--- config.mk ---
export PLATFORM = sky130hd
export DESIGN_NAME = ld_byte_decoder
export DESIGN_NICKNAME = d
export VERILOG_FILES = /design/src/rtl/ld_byte_decoder.sv
export SDC_FILE = /design/constraint.sdc
export NUM_CORES = 1
export LEC_CHECK = 0
export BUFFER_PORTS_ARGS = -buffer_cell sky130_fd_sc_hd__buf_4
export CAP_MARGIN = 10
export CELL_PAD_IN_SITES_DETAIL_PLACEMENT = 2
export CELL_PAD_IN_SITES_GLOBAL_PLACEMENT = 2
export CORE_MARGIN = 2
export CORE_UTILIZATION = 31
export CTS_CLUSTER_SIZE = 30
export DETAILED_ROUTE_END_ITERATION = 10
export PLACE_DENSITY = 0.78
export REMOVE_ABC_BUFFERS = 1
export SYNTH_ARGS = -nofsm -noshare
export SYNTH_HDL_FRONTEND = slang
export SYNTH_SLANG_ARGS = --single-unit
export TNS_END_PERCENT = 5
--- constraint.sdc ---
create_clock -name clk -period 2 [get_ports clk]
set_input_delay 0.3 -clock clk [delete_from_list [all_inputs] [get_ports clk]]
set_output_delay 0.3 -clock clk [all_outputs]
set_load 0.05 [all_outputs]
--- src/rtl/ld_byte_decoder.sv ---
module ld_byte_decoder (
  input  logic        clk,
  input  logic        rst_n,
  input  logic        in_valid,
  input  logic [7:0]  in_byte,
  output logic        in_ready,
  output logic        out_valid,
  output logic [1:0]  out_kind,
  output logic [3:0]  out_dst,
  output logic [3:0]  out_src,
  output logic [1:0]  out_idx,
  output logic [7:0]  out_disp,
  output logic [15:0] out_word,
  output logic        out_halt,
  output logic        out_bad,
  output logic        out_notld,
  output logic        out_flags
);
  localparam logic [1:0] K_NONE = 2'd0, K_B8 = 2'd1, K_B16 = 2'd2;
  localparam logic [3:0] C_A = 4'd7, C_HLM = 4'd6, C_BCM = 4'd10, C_DEM = 4'd11,
                         C_ABS = 4'd12, C_I = 4'd13, C_R = 4'd14, C_IMM = 4'd15,
                         C_SP = 4'd3, C_HL = 4'd2, C_IDX = 4'd4;

  typedef enum logic [1:0] {S_OP, S_DISP, S_LO, S_HI} st_t;
  st_t st;
  logic [1:0] pfx;
  logic ext, two;

  wire acc = in_valid && in_ready;
  wire [1:0] x = in_byte[7:6];
  wire [2:0] y = in_byte[5:3];
  wire [2:0] z = in_byte[2:0];
  wire is_pre = !ext && (in_byte == 8'hDD || in_byte == 8'hFD || in_byte == 8'hED);
  wire hasp = pfx != 2'd0;

  assign in_ready = !out_valid;

  function automatic logic [3:0] r8(input logic [2:0] r, input logic mem, input logic p);
    if (p && !mem && r[2:1] == 2'b10) return {3'b100, r[0]};
    return {1'b0, r};
  endfunction

  function automatic logic [3:0] r16(input logic [1:0] pp, input logic p);
    if (p && pp == 2'b10) return C_IDX;
    return {2'b00, pp};
  endfunction

  logic [1:0] d_kind, d_n;
  logic [3:0] d_dst, d_src;
  logic d_halt, d_bad, d_notld, d_flags, d_disp;

  always_comb begin
    d_kind = K_NONE; d_dst = C_IMM; d_src = C_IMM; d_n = 2'd0;
    d_halt = 1'b0; d_bad = 1'b0; d_notld = 1'b0; d_flags = 1'b0; d_disp = 1'b0;
    if (ext) begin
      if (x == 2'b01 && z == 3'b011) begin
        d_kind = K_B16; d_n = 2'd2;
        d_dst = in_byte[3] ? r16(in_byte[5:4], 1'b0) : C_ABS;
        d_src = in_byte[3] ? C_ABS : r16(in_byte[5:4], 1'b0);
      end else begin
        d_kind = K_B8;
        case (in_byte)
          8'h47: begin d_dst = C_I; d_src = C_A; end
          8'h4F: begin d_dst = C_R; d_src = C_A; end
          8'h57: begin d_dst = C_A; d_src = C_I; d_flags = 1'b1; end
          8'h5F: begin d_dst = C_A; d_src = C_R; d_flags = 1'b1; end
          default: begin d_kind = K_NONE; d_notld = 1'b1; end
        endcase
      end
    end else if (in_byte == 8'h76) begin
      d_halt = !hasp; d_bad = hasp;
    end else if (x == 2'b01) begin
      d_kind = K_B8;
      d_dst = r8(y, y == 3'd6 || z == 3'd6, hasp);
      d_src = r8(z, y == 3'd6 || z == 3'd6, hasp);
      d_disp = hasp && (y == 3'd6 || z == 3'd6);
    end else if (x == 2'b00 && z == 3'd6) begin
      d_kind = K_B8; d_n = 2'd1;
      d_dst = r8(y, y == 3'd6, hasp);
      d_disp = hasp && y == 3'd6;
    end else if (x == 2'b00 && z == 3'd2) begin
      d_kind = (in_byte[5] && !in_byte[4]) ? K_B16 : K_B8;
      d_n = in_byte[5] ? 2'd2 : 2'd0;
      if (!in_byte[5]) begin
        d_dst = in_byte[3] ? C_A : (in_byte[4] ? C_DEM : C_BCM);
        d_src = in_byte[3] ? (in_byte[4] ? C_DEM : C_BCM) : C_A;
      end else begin
        d_dst = in_byte[3] ? (in_byte[4] ? C_A : r16(2'b10, hasp)) : C_ABS;
        d_src = in_byte[3] ? C_ABS : (in_byte[4] ? C_A : r16(2'b10, hasp));
      end
    end else if (x == 2'b00 && z == 3'd1 && !in_byte[3]) begin
      d_kind = K_B16; d_n = 2'd2;
      d_dst = r16(in_byte[5:4], hasp);
    end else if (in_byte == 8'hF9) begin
      d_kind = K_B16; d_dst = C_SP; d_src = r16(2'b10, hasp);
    end else begin
      d_notld = 1'b1;
    end
  end

  always_ff @(posedge clk) begin
    if (!rst_n) begin
      st <= S_OP; pfx <= 2'd0; ext <= 1'b0; two <= 1'b0; out_valid <= 1'b0;
      out_kind <= K_NONE; out_dst <= C_IMM; out_src <= C_IMM; out_idx <= 2'd0;
      out_disp <= 8'h00; out_word <= 16'h0000;
      out_halt <= 1'b0; out_bad <= 1'b0; out_notld <= 1'b0; out_flags <= 1'b0;
    end else begin
      out_valid <= 1'b0;
      if (acc) begin
        case (st)
          S_OP: begin
            if (is_pre) begin
              if (in_byte == 8'hED) begin ext <= 1'b1; pfx <= 2'd0; end
              else pfx <= in_byte[5] ? 2'd2 : 2'd1;
            end else begin
              out_kind <= d_kind; out_dst <= d_dst; out_src <= d_src; out_idx <= pfx;
              out_halt <= d_halt; out_bad <= d_bad; out_notld <= d_notld; out_flags <= d_flags;
              out_disp <= 8'h00; out_word <= 16'h0000; two <= d_n == 2'd2;
              pfx <= 2'd0; ext <= 1'b0;
              if (d_disp) st <= S_DISP;
              else if (d_n != 2'd0) st <= S_LO;
              else out_valid <= 1'b1;
            end
          end
          S_DISP: begin
            out_disp <= in_byte;
            if (out_dst == C_IMM || out_src == C_IMM) st <= S_LO;
            else begin st <= S_OP; out_valid <= 1'b1; end
          end
          S_LO: begin
            out_word <= {8'h00, in_byte};
            if (two) st <= S_HI;
            else begin st <= S_OP; out_valid <= 1'b1; end
          end
          default: begin
            out_word[15:8] <= in_byte; st <= S_OP; out_valid <= 1'b1;
          end
        endcase
      end
    end
  end

  p_one_cycle_strobe_r13: assert property (@(posedge clk) disable iff (!rst_n)
    out_valid |=> !out_valid);
  p_hold_off_r13: assert property (@(posedge clk) disable iff (!rst_n)
    out_valid |-> !in_ready);
  p_record_stable_r13: assert property (@(posedge clk) disable iff (!rst_n)
    out_valid |=> ($stable(out_word) && $stable(out_dst) && $stable(out_src) && $stable(out_disp)));
  p_strobe_after_byte_r13: assert property (@(posedge clk) disable iff (!rst_n)
    $rose(out_valid) |-> $past(acc));
  p_halt_unprefixed_r2: assert property (@(posedge clk) disable iff (!rst_n)
    (out_valid && out_halt) |-> (out_idx == 2'd0 && out_kind == K_NONE && !out_bad));
  p_bad_needs_index_r8: assert property (@(posedge clk) disable iff (!rst_n)
    (out_valid && out_bad) |-> (out_idx != 2'd0 && out_kind == K_NONE));
  p_no_disp_unindexed_r6: assert property (@(posedge clk) disable iff (!rst_n)
    (out_valid && out_idx == 2'd0) |-> out_disp == 8'h00);
  p_flags_to_acc_r10: assert property (@(posedge clk) disable iff (!rst_n)
    (out_valid && out_flags) |-> (out_kind == K_B8 && out_dst == C_A));
endmodule

* Word-level counts from Yosys, hierarchy flattened *
Cells that the tools add are included.

storage, ports and cells
  output and inout port bits = 42
  register bits = 47
  logic and storage cells = 220
  bits of input ports = 11

cells by class
  equal/unequal tests = 25
  bitwise gates (word level) = 2
  reductions and logical operators = 44
  mux-type cells = 133

operators with widths
  cell                                                                    number
  4-bit two-way mux                                                       36
  1-bit two-way mux                                                       63
  2-bit two-way mux                                                       25
  8-bit by 7-bit equality test with 1-bit output (second input constant)  5
  8-bit equality test (second input constant)                             4
  8-bit case mux with 2 select lines                                      2
  4-bit case mux with 3 select lines                                      2
  8-bit case mux with 3 select lines                                      1
  3-bit AND reduction                                                     6
  1-bit logical AND                                                       16
  16-bit two-way mux                                                      1
  2-bit equality test (second input constant)                             4
  4-bit equality test (second input constant)                             2
  8-bit two-way mux                                                       1
  2-bit nonzero test                                                      4
  1-bit zero test                                                         7
  3-bit by 2-bit equality test with 1-bit output (second input constant)  2
  3-bit equality test (second input constant)                             2
  2-bit case mux with 3 select lines                                      1
  2-bit by 1-bit equality test with 1-bit output (second input constant)  2
  2-bit zero test                                                         2
  1-bit logical OR                                                        4
  2-bit AND reduction                                                     2
  2-bit OR reduction                                                      2
  7 further kinds                                                         8

* Depth between registers and ports, before layout *
  depth after elaboration = 17
  gate-level depth with buffers = 7
  gate-level depth less buffers = 5

* Worst setup path before layout *
OpenSTA, ideal clock, no wires.

  kind = register -> register
  start point = register out_valid
  end point = register out_word[1]
  slack = 189 ps
  arrival = 1683 ps
  library setup time = 128 ps
  stages on the path, launching flop included = 8
  required time = 1872 ps
  period minus slack after synthesis = 1811 ps
  path buffers = 2
  cell sequence = dfxtp_1 > nand2b_1 > clkbuf_1 > nor2_1 > and2_1 > buf_1 > a22oi_1 > nor2_1

on the way
  cells in the longest elaborated chain, start to end = 3

RTL lines
  item                                  RTL line  text
  start: declaration                    7         output logic out_valid,
  start signal: assignment              103       st <= S_OP; pfx <= 2'd0; ext <= 1'b0; two <= 1'b0; out_valid <= 1'b0;
  start signal: assignment              108       out_valid <= 1'b0;
  start signal: assignment              122       else out_valid <= 1'b1;
  1-bit zero test                       36        assign in_ready = !out_valid;
  1-bit logical AND                     29        wire acc = in_valid && in_ready;
  3-bit AND reduction (no source line)  -
  end signal: assignment                131       out_word <= {8'h00, in_byte};
  end: declaration                      13        output logic [15:0] out_word,

No other way between the ends.
A chain may end at the register's enable or synchronous reset.

* Final worst setup path *
  start point = register out_valid
  end point = register out_word[9]

The elaborated chain is that of the path after synthesis.

==> qor.csv <==
stage,metric,value,unit
outcome,outcome,completed,
pwr,VDD IR max,304,uV
logic_synthesis,total number of yosys warnings,0,
logic_synthesis,Synth Register Bits,47,
finish,area delta synth->final,33.3,%
place,IO Port Bufs,52,
finish,final core occ,0.430,
worst_setup_path,R2R Setup Slk,100,ps
pwr,P per Cell Area,659,mW/mm^2
sta,RSZ-0062 raised after global routing,false,
cts,hold_buf cts,0,
sta,setup TNS,0,ps
floorplanning,full die area,0.00886,sq mm
sta,Worst-Margin Slew,1100,ps
pwr,Logic pwr share,0.207,
routing,drt drc,0,
cts,Clock transition at path regs,100,ps
grt,GRT overflow,0,
worst_setup_path,Worst setup SP type,flip-flop,
cts,post-CTS setup buffer count,0,
pwr,share of total power in the clock network,0.350,
worst_setup_path,Worst Path Arrival,2150,ps
cts,clock root buffer,clkbuf_8,
pwr,Lkg Pwr,0.00132,uW
routing,vias after detailed routing,2883,
floorplanning,number of I/O pins,53,
routing,Routed Antenna Nets,0,
logic_synthesis,Synth Area per Inst,8.04,sq um
sta,worst relative slew slack,0.262,
floorplanning,die span in x,94.1,um
sta,Clock Skew,5.70,ps
logic_synthesis,asr flop ratio synth,0,
finish,share of layout cells above drive strength 1,0.301,
sta,final hold violation count,0,
grt,global-route wire length before repair,16.9,mm
cts,CTS Sinks,47,
floorplanning,area of the core,0.00781,sq mm
grt,largest net degree at the start of global routing,32,
floorplanning,Rows,32,
worst_setup_path,worst path required time,2260,ps
routing,Total Wirelength,10.8,mm
flow_run,Max-Cap Viols,0,
sta,fin crit period,1900,ps
routing,TritonRoute pass-1 iters,4,
logic_synthesis,Mapped Cells,313,
worst_setup_path,CP max FO,8,
worst_setup_path,crit path capture type,flip-flop,
finish,filler cell count,936,
cts,CTS tree,yes,
worst_setup_path,worst stage delay on the critical path,940,ps
finish,antenna cell count,0,
logic_synthesis,Synth Flop Type,dfxtp_1,
sta,Fmax,528,MHz
pwr,total design power,2210,uW
logic_synthesis,sequential share of the synthesized area,0.374,
logic_synthesis,number of flops mapped to enable cells by yosys,0,
pwr,P_int,1530,uW
worst_setup_path,Crit path buffers/inverters,0,
grt,initial antenna violation count,0,
floorplanning,Die Height,94.1,um
place,Post-DP HPWL,7.65,mm
cts,insertion delay to the later sink of the worst-skew pair,310,ps
finish,fin nets,396,
sta,final worst path period share,0.948,
logic_synthesis,Synth Cell Area,0.00252,sq mm
routing,wire per inst,22.1,um
worst_setup_path,Setup CP Type,reg -> reg,
grt,all-layer global routing usage,0.251,
worst_setup_path,"CP delay by family, top",simple AND/OR/NAND/NOR gates,
pwr,switching part of the total,0.310,
floorplanning,Initial Util,0.322,
grt,vias in the first global route,2955,
cts,clk buf depth,2,
cts,CTS Buf Count,5,
pwr,Sequential Power Share,0.443,
pwr,Switching Power,685,uW
sta,hold slack,317,ps
place,GP Congestion,0.954,
worst_setup_path,crit path max-delay cell type,nor3_1,
finish,post-route cell area,0.00336,sq mm
place,dpl cell area,0.00323,sq mm
sta,Slew Limit Fails,0,
cts,H-tree Lvls,2,
sta,final setup fails,0,
hold_path,Hold WC Path Type,in -> reg,
routing,vias per cell,5.91,
worst_setup_path,worst-path cell chain,nand2b_1 -> nor3_1 -> a32o_1,
routing,DRT iter0 DRCs,123,
cts,# resized after CTS,0,
logic_synthesis,Yosys cell types,61,
cell type report:
| cell class | instances | area, sq um | share of cell area |
|---|---|---|---|
| multi-input cells | 232 | 1430 | 0.427 |
| flip-flops and latches | 47 | 941 | 0.280 |
| repair buffers | 93 | 711 | 0.212 |
| well taps | 102 | 128 | 0.0380 |
| clock buffers | 6 | 82.6 | 0.0246 |
| clock inverters | 2 | 38.8 | 0.0116 |
| inverters | 6 | 22.5 | 0.00671 |
path summary, 6_finish.rpt:
| check | depth (start not counted) | end | start |
|---|---|---|---|
| min | 3 | out_disp[6]$_SDFFE_PN0P_ | in_byte[6] |
| min reg2reg | 2 | out_bad$_SDFFE_PN0P_ | out_bad$_SDFFE_PN0P_ |
| max reg2reg | 3 | out_word[9]$_SDFFE_PN0P_ | out_valid$_SDFF_PN0_ |
| max | 3 | out_word[9]$_SDFFE_PN0P_ | out_valid$_SDFF_PN0_ |
cell usage after synthesis (2+ instances only):
library cell  count  area, sq um
nor4_1            6         37.5
nor2_1           40          150
a41oi_1           2         17.5
o21ai_0          14         70.1
a32o_1            9         90.1
a22oi_1          16          120
nand4_1           6         37.5
a221oi_1          3         26.3
buf_2             7         35.0
nand3_1           8         40.0
o21ai_2           3         26.3
or2_0             2         12.5
a31oi_1           5         31.3
a21oi_1          17         85.1
or2_2             2         12.5
and3b_1           2         17.5
a221o_1           2         20.0
inv_1             6         22.5
nand2_1          25         93.8
a21boi_0          2         15.0
nand2b_1          6         37.5
nor3b_1           2         15.0
a32oi_1           3         26.3
nor2b_1           4         25.0
a211oi_1          3         22.5
or3_1             4         25.0
dfxtp_1          47          941
o31ai_1           3         22.5
nor3_1           11         55.1
clkbuf_1         19         71.3
nand3b_1          4         30.0
metal layers:
layer	track usage	part of all wire	up-vias
li1	-	-	1313
met1	0.308	0.44	1472
met2	0.452	0.50	78
met3	0.0409	0.037	20
met4	0.0652	0.017	0
met5	0	0	-
metrics by stage:
step	instances	setup slack [ps]
global placement	480	59.3
CTS	488	134
floorplan	285	204
global route	488	26.7
finish	488	105
detailed placement	480	16.9
cell families after synthesis:
kind of cell | synth area share
and+or+nand+nor | 0.274
DFF | 0.374
buffers and inverters | 0.0572
AOI/OAI and AO/OA | 0.287
xor gates and xnor gates | 0.00348
adders and majority gates | 0.00398
tightest hold or removal path: cells and delay by family:
family / cells / cell delay, ps
buffers and inverters: 1 / 130
AOI/OAI and AO/OA: 1 / 90
and+or+nand+nor: 1 / 80
state kept, by name, indices dropped and copies added, names as in the netlist, 2 cells and up:
signal and flops:
out_kind 2, out_src 4, out_dst 4, out_idx 2
pfx 2, st 2, out_disp 8, out_word 16
cells in the final DEF (no fill, tap or decap), drive strengths merged, types with 2 or more instances in the layout:
cell type / synthesis / layout
a211oi: 3 / 3
a21boi: 2 / 2
a21oi: 17 / 17
a221o: 2 / 2
a221oi: 3 / 3
a22oi: 16 / 16
a31oi: 5 / 5
a32o: 9 / 9
a32oi: 3 / 3
a41oi: 3 / 3
and3b: 2 / 2
buf: 9 / 93
clkbuf: 19 / 6
dfxtp: 47 / 47
inv: 6 / 7
nand2: 25 / 25
nand2b: 6 / 6
nand3: 8 / 8
nand3b: 4 / 4
nand4: 6 / 6
nor2: 41 / 41
nor2b: 4 / 4
nor3: 12 / 12
nor3b: 2 / 2
nor4: 6 / 6
nor4b: 2 / 2
o21ai: 18 / 18
o31ai: 4 / 4
or2: 4 / 4
or3: 5 / 5
power groups by stage:
stage	Sequential, uW	Combinational [uW]	Clock (uW)
6_report	978	458	775
3_3_place_gp	998	436	0
2_1_floorplan	1060	154	0
4_1_cts	979	458	788
5_1_grt	982	487	824
3_5_place_dp	1000	448	0
Power figures use the tool's default switching activity.
